### config.mk
export PLATFORM = sky130hd
export DESIGN_NAME = fdw_access_screen
export DESIGN_NICKNAME = d
export VERILOG_FILES = /design/src/rtl/fdw_pkg.sv /design/src/rtl/fdw_range_cmp.sv /design/src/rtl/fdw_region_lookup.sv /design/src/rtl/fdw_access_screen.sv
export SDC_FILE = /design/constraint.sdc
export NUM_CORES = 1
export LEC_CHECK = 0
export BUFFER_PORTS_ARGS = -buffer_cell sky130_fd_sc_hd__buf_2
export CAP_MARGIN = 20
export CORE_MARGIN = 1
export CORE_UTILIZATION = 37
export CTS_CLUSTER_DIAMETER = 30
export DETAILED_ROUTE_END_ITERATION = 6
export PLACE_DENSITY = 0.84
export SLEW_MARGIN = 5
export SYNTH_ARGS = -nofsm -noshare
export SYNTH_HDL_FRONTEND = slang
export SYNTH_HIERARCHICAL = 1
export SYNTH_SLANG_ARGS = --single-unit
### constraint.sdc
create_clock -name clk -period 3 [get_ports clk]
set_clock_uncertainty 0.2 [all_clocks]
set_input_delay 0.3 -clock clk [delete_from_list [all_inputs] [get_ports clk]]
set_output_delay 0.3 -clock clk [all_outputs]
set_load 0.01 [all_outputs]
### src/rtl/fdw_pkg.sv
package fdw_pkg;

    // Log2 of the region granule (2 KB)
    localparam int REGION_SHIFT = 11;

    typedef enum logic [2:0] {
        VERDICT_OK       = 3'd0,
        VERDICT_NOT_RUN  = 3'd1,
        VERDICT_DISABLED = 3'd2,
        VERDICT_OUTSIDE  = 3'd3,
        VERDICT_MASKED   = 3'd4,
        VERDICT_IDLE     = 3'd5
    } verdict_e;

    typedef struct packed {
        logic grant;
        logic fault;
    } resp_t;

endpackage

### src/rtl/fdw_range_cmp.sv
module fdw_range_cmp #(
    parameter int REG_W  = 7,
    parameter int SIZE_W = REG_W + 1
) (
    input  logic [REG_W-1:0]  req_region,
    input  logic [REG_W-1:0]  start_region,
    input  logic [SIZE_W-1:0] size_regions,
    output logic              in_window
);

    logic             at_or_above;
    logic [REG_W-1:0] offset;

    always_comb begin
        at_or_above = (req_region >= start_region);
        offset      = req_region - start_region;
        // The offset is below 2**REG_W, so it cannot overflow SIZE_W bits.
        in_window   = at_or_above && (SIZE_W'(offset) < size_regions);
    end

endmodule

### src/rtl/fdw_region_lookup.sv
module fdw_region_lookup #(
    parameter int REG_W     = 7,
    parameter int N_REGIONS = 1 << REG_W
) (
    input  logic [REG_W-1:0]     req_region,
    input  logic [N_REGIONS-1:0] region_mask,
    output logic                 region_open
);

    logic [N_REGIONS-1:0] hit;

    // Decode the region index, then AND-OR with the mask.
    for (genvar k = 0; k < N_REGIONS; k++) begin : g_dec
        assign hit[k] = (req_region == REG_W'(k)) && region_mask[k];
    end

    assign region_open = |hit;

endmodule

### src/rtl/fdw_access_screen.sv
module fdw_access_screen
    import fdw_pkg::*;
#(
    parameter int ADDR_W = 18,
    localparam int REG_W     = ADDR_W - REGION_SHIFT,
    localparam int SIZE_W    = REG_W + 1,
    localparam int N_REGIONS = 1 << REG_W
) (
    input  logic                 clk,
    input  logic                 rst_n,
    input  logic                 req_valid,
    input  logic [ADDR_W-1:0]    req_addr,
    input  logic                 win_en,
    input  logic [ADDR_W-1:0]    win_start,
    input  logic [SIZE_W-1:0]    win_size,
    input  logic [N_REGIONS-1:0] region_mask,
    input  logic                 run_mode,
    output logic                 grant,
    output logic                 fault
);

    logic [REG_W-1:0] req_region;
    logic [REG_W-1:0] start_region;
    logic             in_window;
    logic             region_open;
    logic             unused_low_bits;
    verdict_e         verdict;
    resp_t            resp_d;
    resp_t            resp_q;

    assign req_region      = req_addr[ADDR_W-1:REGION_SHIFT];
    assign start_region    = win_start[ADDR_W-1:REGION_SHIFT];
    assign unused_low_bits = ^{req_addr[REGION_SHIFT-1:0], win_start[REGION_SHIFT-1:0]};

    fdw_range_cmp #(
        .REG_W  (REG_W),
        .SIZE_W (SIZE_W)
    ) range_i (
        .req_region   (req_region),
        .start_region (start_region),
        .size_regions (win_size),
        .in_window    (in_window)
    );

    fdw_region_lookup #(
        .REG_W     (REG_W),
        .N_REGIONS (N_REGIONS)
    ) lookup_i (
        .req_region  (req_region),
        .region_mask (region_mask),
        .region_open (region_open)
    );

    always_comb begin
        if (!req_valid)        verdict = VERDICT_IDLE;
        else if (!run_mode)    verdict = VERDICT_NOT_RUN;
        else if (!win_en)      verdict = VERDICT_DISABLED;
        else if (!in_window)   verdict = VERDICT_OUTSIDE;
        else if (!region_open) verdict = VERDICT_MASKED;
        else                   verdict = VERDICT_OK;

        resp_d       = '0;
        resp_d.grant = (verdict == VERDICT_OK);
        resp_d.fault = (verdict != VERDICT_OK) && (verdict != VERDICT_IDLE);
    end

    always_ff @(posedge clk) begin
        if (!rst_n) resp_q <= '0;
        else        resp_q <= resp_d;
    end

    assign grant = resp_q.grant;
    assign fault = resp_q.fault;

endmodule

== Word-level counts from Yosys, hierarchy flattened ==
Cells that the tools add are included.

* Bits in registers: 2
* Bits of input ports: 177
* Output and inout port bits: 2
* Word-level logic and storage cells: 272

* Add/sub/neg operators: 1
* Order comparisons: 2
* Eq/ne operators: 128
* Multiplexer cells: 5
* Reduce and logical (&&, ||, !) cells: 134

{| class="wikitable"
|+ Operator list
! kind !! number
|-
| 7-bit equality test (second input constant) || 64
|-
| 7-bit by 6-bit equality test with 1-bit output (second input constant) || 32
|-
| 1-bit logical AND || 130
|-
| 128-bit OR reduction || 1
|-
| 7-bit by 5-bit equality test with 1-bit output (second input constant) || 16
|-
| 7-bit by 4-bit equality test with 1-bit output (second input constant) || 8
|-
| 7-bit by 3-bit equality test with 1-bit output (second input constant) || 4
|-
| 3-bit two-way mux || 5
|-
| 7-bit by 2-bit equality test with 1-bit output (second input constant) || 2
|-
| 7-bit by 8-bit < comparator with 1-bit output || 1
|-
| 7-bit by 1-bit equality test with 1-bit output (second input constant) || 1
|-
| 7-bit >= comparator || 1
|-
| 7-bit logical NOT || 1
|-
| 7-bit subtractor || 1
|-
| 3-bit logical NOT || 1
|-
| 3-bit inequality test (second input constant) || 1
|-
| 3-bit nonzero test || 1
|}

== Depth between registers and ports, before layout ==
Gate-level depths: netlist of run 1.

* Word-level depth: 10
* Mapped depth: 15
* Gate-level depth less buffers: 15

== Modules after synthesis ==
Netlist of run 1, hierarchy kept.

{| class="wikitable"
|+ By module, submodules not included
! module !! instances !! cells an instance !! area each (um2) !! sequential area each (um2)
|-
| fdw_region_lookup || 1 || 173 || 1168.6 || 0.0
|-
| fdw_range_cmp || 1 || 73 || 513.0 || 0.0
|-
| fdw_access_screen || 1 || 6 || 67.6 || 40.0
|}

== Worst setup path after synthesis of run 1 ==
Ideal clock, no wire load.

* Path type: input to register
* From: input port req_addr[11]
* To: register resp_q, in the netlist fault
* Setup time: 0.115 ns
* Data arrival time: 2.445 ns
* Required time: 2.685 ns
* Path slack: 0.240 ns
* Cell stages on the path: 15
* Path buffers: 0
* Cell sequence: inv_1 -> ha_1 -> inv_1 -> fa_1 -> a211oi_2 -> o21bai_1 -> a21oi_2 -> xnor2_1 -> ha_1 -> and4b_1 -> o21ai_0 -> a21oi_1 -> nor3_1 -> nand4_1 -> nor2b_4

* Elaborated cells between the ends (all ways): 269
* Those cells by class: 1 x add/sub; 2 x order compare; 128 x eq/ne; 5 x mux; 133 x reduce/logical

{| class="wikitable"
|+ RTL lines
! element !! line !! text
|-
| start: declaration || fdw_access_screen.sv:12 || <nowiki>input logic [ADDR_W-1:0] req_addr,</nowiki>
|-
| 7-bit subtractor || fdw_range_cmp.sv:16 || <nowiki>offset = req_region - start_region;</nowiki>
|-
| 7-bit by 8-bit < comparator with 1-bit output || fdw_range_cmp.sv:18 || <nowiki>in_window = at_or_above && (SIZE_W'(offset) < size_regions);</nowiki>
|-
| 1-bit logical AND (*) || fdw_range_cmp.sv:18 ||
|-
| named net in_window || fdw_access_screen.sv:24 || <nowiki>logic in_window;</nowiki>
|-
| 3-bit two-way mux (*) || fdw_access_screen.sv:58 || <nowiki>else if (!in_window) verdict = VERDICT_OUTSIDE;</nowiki>
|-
| 3-bit two-way mux (*) || fdw_access_screen.sv:57 || <nowiki>else if (!win_en) verdict = VERDICT_DISABLED;</nowiki>
|-
| 3-bit two-way mux (*) || fdw_access_screen.sv:56 || <nowiki>else if (!run_mode) verdict = VERDICT_NOT_RUN;</nowiki>
|-
| 3-bit two-way mux (*) || fdw_access_screen.sv:55 || <nowiki>if (!req_valid) verdict = VERDICT_IDLE;</nowiki>
|-
| 3-bit inequality test / 3-bit nonzero test (equally long branches) || fdw_access_screen.sv:64 || <nowiki>resp_d.fault = (verdict != VERDICT_OK) && (verdict != VERDICT_IDLE);</nowiki>
|-
| 1-bit logical AND (*) || fdw_access_screen.sv:64 ||
|-
| end signal: assignment || fdw_access_screen.sv:69 || <nowiki>else resp_q <= resp_d;</nowiki>
|-
| end: declaration || fdw_access_screen.sv:29 || <nowiki>resp_t resp_q;</nowiki>
|}

Mark *: on every way through the listed nets, which the timed path passes. The rest lies on a longest branch.
A chain may end at the register's enable or synchronous reset.

== Worst setup path after layout of run 1 ==
Ends and elaborated chain as after synthesis.

==> results.txt, run 1 <==
The flow ran to the end, but the final reports show violations. The final reports fail on DRC. The signal on the critical path passes through buf_2 -> inv_1 -> ha_1 -> inv_1 -> fa_2 -> a211oi_2 -> o21bai_1 -> a21oi_2 -> xnor2_1 -> ha_1 -> and4b_1 -> o21ai_0 -> a21oi_1 -> nor3_1 -> nand4_1 -> nor2b_4. The maximum root-to-sink buffer count is 2. The net load switching power came out at 0.0002002 W. 179 I/O pins were placed. STA puts the critical path data required time at 2900 ps. The share of async-settable or async-resettable flops after synthesis came out at 0%. The number of register bits inferred by synthesis came out at 2. Across all setup checks in the final design, the least slack found is 201.6 ps. The number of max-capacitance violations reported came out at 0. The full die area is 5006 um^2. Counting every net in the synthesized netlist gives 443.

The hold violation total from the final report came to 0. The final instance count without filler cells is 449. The cell row count is 24. The worst-case headroom to the max-slew limit is 63.48%. The height of the die came out at 70.76 um. The combinational group share of total power came out at 72.8%. The routed layout has 2594 vias. The number of nets in the final layout is 590.

In this run the mean area of a mapped cell was 6.941 um^2. Grouping stages by cell kind, the critical path spends the most delay in adder cells. The share of total power in the clock network is 21.5%. Of the cells placed in the final design, the portion with a size suffix greater than 1 is 45.09%. The number of setup violations in the final report is 0. The final core utilization came out at 57.94%.

The maximum level of the CTS H-tree came out at 1. The post-route antenna net violation count is 0. The routed via count divided by cell count is 5.777. The DRC violation count after routing is 26. The largest incremental delay on the critical path is 370 ps.

The top cell type by area accounts for 20.60% of the synthesized area. In the synthesized netlist the dominant register cell turns out to be sky130_fd_sc_hd__dfxtp_1. The cell area after synthesis came out at 1749 um^2. The internal power of the cells totals 0.0002961 W. The total of warnings raised by yosys came out at 6. The worst path uses 93.28% of the clock period. The register area share after synthesis came out at 2.289%.

CTS saw 2 sinks. The critical path start-end classification is input port to flip-flop. The number of buffer cells added on primary ports came out at 156. Clock tree synthesis selected as its root buffer the cell sky130_fd_sc_hd__clkbuf_8.

The region available for standard cell placement spans 4444 um^2. Clock-pin slew was measured on the worst setup and hold paths at 30 ps. The measured slew at the worst slew-check pin is 545.5 ps. The number of global-route vias before repair is 2449. The number of buffers inserted during clock tree synthesis is 3. The total wire length after detailed routing came out at 7.008 mm. The starting density of the core is 39.36%. Summed over all layers, the global routing overflow is 0. For the worst setup path, the data arrival time is 2700 ps. The first-pass iteration count of the detailed router came out at 6.

The path category of the worst min-delay check is input port to flip-flop. The critical path endpoint category is a flip-flop. The routability congestion estimate from global placement is 0.8612.

The wire length per cell came out at 15.61 um. Ranked by total cell area, the synthesized netlist is headed by sky130_fd_sc_hd__a22oi_1, sky130_fd_sc_hd__ha_1, sky130_fd_sc_hd__o22ai_1, sky130_fd_sc_hd__inv_1, sky130_fd_sc_hd__nor2b_1. In the synthesized netlist, the number of instances is 252. The peak fanout along the critical path is 3. The pre-CTS setup slack came out at -85.04 ps.

For this design, the slowest cell found on the critical path is sky130_fd_sc_hd__fa_2. The maximum operating frequency is 357.3 MHz. The number of cells after detailed placement is 446.

The total routing resource utilization after global routing is 27.11%. The leakage power summed over all cells came out at 1.268 nW. The type of origin of the critical path is an input port. In the post-synthesis netlist, the cell with the most instances is sky130_fd_sc_hd__a22oi_1. The switching share of total power is 40.33%. Setup repair after global routing left no endpoint under its margin.

The number of inserted diodes is 0. TritonCTS built the clock tree. The cell accounting for the most synthesized area is sky130_fd_sc_hd__a22oi_1. The global-route wire length before repair is 11.05 mm.

The relative area change from synthesis to final layout came out at 47.21%. The synthesized netlist contains 56 unique library cells. The synthesized design contains 0 enable-type register cells. In this run the power density over the cells is 192.7 nW/um^2.

In the synthesized netlist, the cells that appear most often are sky130_fd_sc_hd__a22oi_1, sky130_fd_sc_hd__inv_1, sky130_fd_sc_hd__nand2_1. The part of the power in registers is 5.7%. The buffer and inverter count on the worst path came out at 3. The horizontal die dimension came out at 70.76 um. The post-CTS repair timing setup buffer count came out at 0. The iteration-0 DRC count of the detailed router came out at 135. The sum of net half-perimeters after detailed placement is 5.861 mm.

The number of pins with negative max-slew slack in the final report is 0. The total chip power came out at 0.0004963 W. The initial antenna violation count is 0.

For the finished layout, the period the worst path requires is 2798 ps. The maximum number of pins on one net before global-route repair came out at 24. IR analysis of the VDD net gives a maximum drop of 0.3264 mV.
[layout by cell type, fill, tap and decap left out, types with 3 or more instances in the layout]
cell type	n
sky130_fd_sc_hd__a21boi_0	3
sky130_fd_sc_hd__a21oi_1	8
sky130_fd_sc_hd__a22o_1	5
sky130_fd_sc_hd__a22oi_1	48
sky130_fd_sc_hd__buf_2	156
sky130_fd_sc_hd__buf_4	9
sky130_fd_sc_hd__clkbuf_8	3
sky130_fd_sc_hd__ha_1	13
sky130_fd_sc_hd__inv_1	17
sky130_fd_sc_hd__nand2_1	15
sky130_fd_sc_hd__nand3_1	4
sky130_fd_sc_hd__nand3b_1	4
sky130_fd_sc_hd__nand4_1	3
sky130_fd_sc_hd__nor2_1	10
sky130_fd_sc_hd__nor2b_1	10
sky130_fd_sc_hd__nor3_1	8
sky130_fd_sc_hd__o2111ai_1	3
sky130_fd_sc_hd__o211ai_1	5
sky130_fd_sc_hd__o21ai_0	9
sky130_fd_sc_hd__o22a_1	3
sky130_fd_sc_hd__o22ai_1	14
[tightest hold or removal path, stage by stage]
cell                      delay [ps]
sky130_fd_sc_hd__buf_2           100
sky130_fd_sc_hd__nand4_1          80
sky130_fd_sc_hd__nor2_1           50
[worst paths after layout]
| path | cells after the start | slack (ps) | startpoint | end |
|---|---|---|---|---|
| hold / removal | 3 | 170 | run_mode | grant |
| setup / recovery | 16 | 200 | req_addr[11] | fault |
[metal layers]
metal,part of all wire (%),global-route usage [%],up-vias
met5,0,0,-
met4,1.1,4.222,0
met3,7.7,2.707,8
met2,49,50.75,122
met1,42,33.96,1180
li1,-,-,1284
[metrics by stage]
step	TNS (ps)	area, um^2	hold slack [ps]
finish	0	2575	174.0
global placement	-15.04	2531	374.1
floorplan	0	1749	251.9
global route	0	2575	203.6
detailed placement	-90.50	2531	392.5
CTS	0	2572	172.9
[kinds of logic (layout without fill, tap and decap cells)]
group	after synthesis	in the layout	synth area share (%)
fa+ha+maj	14	14	10.44
xor+xnor	3	3	1.502
compound gates	118	118	49.00
flops	2	2	2.289
buf+inv	40	185	11.16
mux	2	2	1.502
simple gates	73	73	24.11
[state kept, by name (all words and copies together) (netlist names)]
name and count:
grant 1, fault 1
[power by group through the flow]
stage               Combinational (W)  Sequential [W]  Clock [W]
floorplan                    0.000207       0.0000288          0
global placement             0.000347       0.0000283          0
detailed placement           0.000358       0.0000283          0
CTS                          0.000360       0.0000280   0.000108
global route                 0.000402       0.0000280   0.000110
finish                       0.000361       0.0000281   0.000107
[final cells by class]
| type | instances | area (um^2) |
|---|---|---|
| clock buffer | 3 | 41.29 |
| tap | 52 | 65.06 |
| multi-input combinational | 210 | 1516 |
| sequential | 2 | 40.04 |
| fill | 434 | 1869 |
| inverter | 17 | 63.81 |
| timing repair buffer | 165 | 848.3 |
[timing repair]
action	CTS	global route
hold endpoints to repair	0	0
gates resized for setup	0	1
setup endpoints to repair	0	2
hold buffers	0	0
No activity file was read; power rests on OpenSTA's default activity.
==> run 2, diff against run 1 <==
--- a/config.mk
+++ b/config.mk
@@ -5,7 +5,7 @@
 export SDC_FILE = /design/constraint.sdc
 export NUM_CORES = 1
 export LEC_CHECK = 0
-export BUFFER_PORTS_ARGS = -buffer_cell sky130_fd_sc_hd__buf_2
+export BUFFER_PORTS_ARGS = -buffer_cell sky130_fd_sc_hd__buf_4
 export CAP_MARGIN = 20
 export CORE_MARGIN = 1
 export CORE_UTILIZATION = 37
==> run 2 against run 1 <==
The run still ends with DRC left. Global-route usage increased by 1.9 points. Core utilization is 9.0 points higher. Combinational power grew 17%. Clock power about the same. Routed wire length grew 6.7%. Setup slack worse by 71 ps. Flip-flop and latch count unchanged. Die area is the same. Largest power group unchanged. Highest routed layer unchanged.
==> results.txt, run 2 (synthesis gave the netlist of run 1 again) <==
The switching share of total power came out at 36.72%. The horizontal die dimension is 70.76 um. The DRC violation count after routing is 26. After legalization and detailed placement, the total HPWL measured 6.190 mm.

The iteration-0 DRC count of the detailed router is 168. The setup path with the least slack is of type input port to flip-flop. The top cell types in the final layout, fill and taps aside, are sky130_fd_sc_hd__buf_4, sky130_fd_sc_hd__a22oi_1, sky130_fd_sc_hd__inv_1.

The fill cell total of the finished layout is 403. The final critical path takes up 95.66% of the cycle. The combinational group share of total power is 75.7%. The maximum level of the CTS H-tree is 1. The share of total power in the clock network is 19.3%. For this run, global-route usage on met2 was measured as 52.78%. The via count came out at 2676. The routing usage on met3 is 6.695%. The starting density of the core is 39.36%.

The layout cell share with drive strength beyond 1 came out at 45.23%. The min-delay analysis places its worst path in the category input port to flip-flop. The number of max-capacitance violations reported is 0.

The number of clock sinks came out at 2. The number of placed I/O pins is 179. The met1 track demand over resource in global routing came out at 34.31%. The data required time at the worst endpoint came out at 2900 ps.

The worst-case headroom to the max-slew limit came out at 63.22%. 0 antenna diodes ended up in the layout. The initial antenna violation count is 0. Setup violations remaining at the end of the flow were counted as 0. Setup repair after global routing left no endpoint under its margin. Static timing analysis puts the maximum clock frequency at 348.5 MHz. The clock transition time at the flip-flop clock pins of the worst setup and hold paths is 30 ps. The relative area change from synthesis to final layout is 69.96%. met2 is the most crowded layer. The checks that failed: DRC. The part of the power in registers came out at 5.0%.

In this run the deepest clock path goes through 2 buffers. The first-pass iteration count of the detailed router came out at 7. The total wire length after detailed routing came out at 7.476 mm. The worst setup path is launched from an input port. Subtracting the final worst setup slack from the clock period gives 2870 ps.

The number of buffer cells added on primary ports is 156. The leakage power summed over all cells came out at 1.408 nW. The number of pins with negative max-slew slack in the final report is 0. The placeable core region came out at 4444 um^2.

The total grt overflow came out at 0. The cell row count is 24. The routed via count divided by cell count is 5.947. The global-route wire length before repair came out at 11.84 mm.

The TritonCTS clock tree is done. The wire length per cell is 16.61 um. The die covers 5006 um^2. The run finished, with violations left. Leaving out fill and tap cells, the most frequent cell in the layout is sky130_fd_sc_hd__buf_4.

The total routing resource utilization after global routing came out at 28.99%. Power spread over the standard cell area amounts to 187.8 nW/um^2. IR analysis of the VDD net gives a maximum drop of 0.2044 mV. The congestion estimate from routability-driven global placement came to 0.8579.

The final core utilization is 66.89%. Setup total negative slack on the finished layout was measured at 0 ps. The hold violation total from the final report was 0. Once detail routing completed, the nets flagged for antenna violations numbered 0.

Cell internal power was estimated by the tool at 0.0003534 W. The worst setup path is captured at a flip-flop. The number of buffers inserted during clock tree synthesis is 3. The height of the die is 70.76 um.

The number of nets in the final layout is 591. The arrival time reported for the critical path endpoint is 2770 ps. The number of global-route vias before repair came out at 2618. The maximum number of pins on one net before global-route repair came out at 24. The measured slew at the worst slew-check pin is 549.3 ps.

The peak fanout along the critical path came out at 3. The clock tree root driver cell is sky130_fd_sc_hd__clkbuf_8. The analysis attributes to net switching a power of 0.0002050 W.
[run 2: path summary, 6_finish.rpt]
| kind | startpoint | end | slack [ps] | cells after the start |
|---|---|---|---|---|
| setup / recovery | req_addr[11] | fault | 130 | 16 |
| hold / removal | req_valid | grant | 200 | 3 |
[run 2: routing by layer]
metal / wire length, um / vias to the layer above
met5: 0 / -
met4: 122 / 0
met3: 745 / 12
met2: 3657 / 157
met1: 2950 / 1213
li1: - / 1294
[run 2: critical path, cell delays in order]
cell                       delay (ps)
sky130_fd_sc_hd__buf_4            110
sky130_fd_sc_hd__inv_1             50
sky130_fd_sc_hd__ha_1             160
sky130_fd_sc_hd__inv_1             60
sky130_fd_sc_hd__fa_2             370
sky130_fd_sc_hd__a211oi_2         210
sky130_fd_sc_hd__o21bai_1         120
sky130_fd_sc_hd__a21oi_2          170
sky130_fd_sc_hd__xnor2_1          130
sky130_fd_sc_hd__ha_1             260
sky130_fd_sc_hd__and4b_1          200
sky130_fd_sc_hd__o21ai_0           80
sky130_fd_sc_hd__a21oi_1           60
sky130_fd_sc_hd__nor3_1           180
sky130_fd_sc_hd__nand4_1          150
sky130_fd_sc_hd__nor2b_4          160
[run 2: through the flow]
| stage | std cells | hold WS (ps) | power [W] | setup slack (ps) | area, um^2 |
|---|---|---|---|---|---|
| 2_1_floorplan | 252 | 251.9 | 0.0002358 | 239.8 | 1749 |
| 3_3_place_gp | 447 | 385.2 | 0.0004338 | -26.33 | 2929 |
| 3_5_place_dp | 447 | 411.8 | 0.0004460 | -142.5 | 2929 |
| 4_1_cts | 450 | 193.3 | 0.0005569 | 76.89 | 2970 |
| 5_1_grt | 450 | 221.8 | 0.0006014 | 17.44 | 2973 |
| 6_report | 450 | 200.3 | 0.0005584 | 130.2 | 2973 |
[run 2: final cells by class]
class	count	area [um^2]	share of cell area, %
clock buffers	3	41.29	1.389
inverters	17	63.81	2.146
multi-input cells	210	1516	51.01
flip-flops and latches	2	40.04	1.347
well taps	52	65.06	2.189
repair buffers	166	1246	41.92
[run 2: power groups by stage]
| stage | Clock [W] | Combinational (W) | Sequential [W] |
|---|---|---|---|
| floorplan | 0 | 0.000207 | 0.0000288 |
| global placement | 0 | 0.000405 | 0.0000283 |
| detailed placement | 0 | 0.000418 | 0.0000283 |
| CTS | 0.000110 | 0.000419 | 0.0000280 |
| global route | 0.000112 | 0.000462 | 0.0000281 |
| finish | 0.000108 | 0.000423 | 0.0000280 |
[run 2: timing repair]
| item | 4_1_cts | 5_1_grt |
|---|---|---|
| buffers inserted | 0 | 0 |
| hold buffers | 0 | 0 |
| gates resized for setup | 0 | 1 |
| endpoints found under the setup margin | 0 | 1 |
| endpoints found under the hold margin | 0 | 0 |
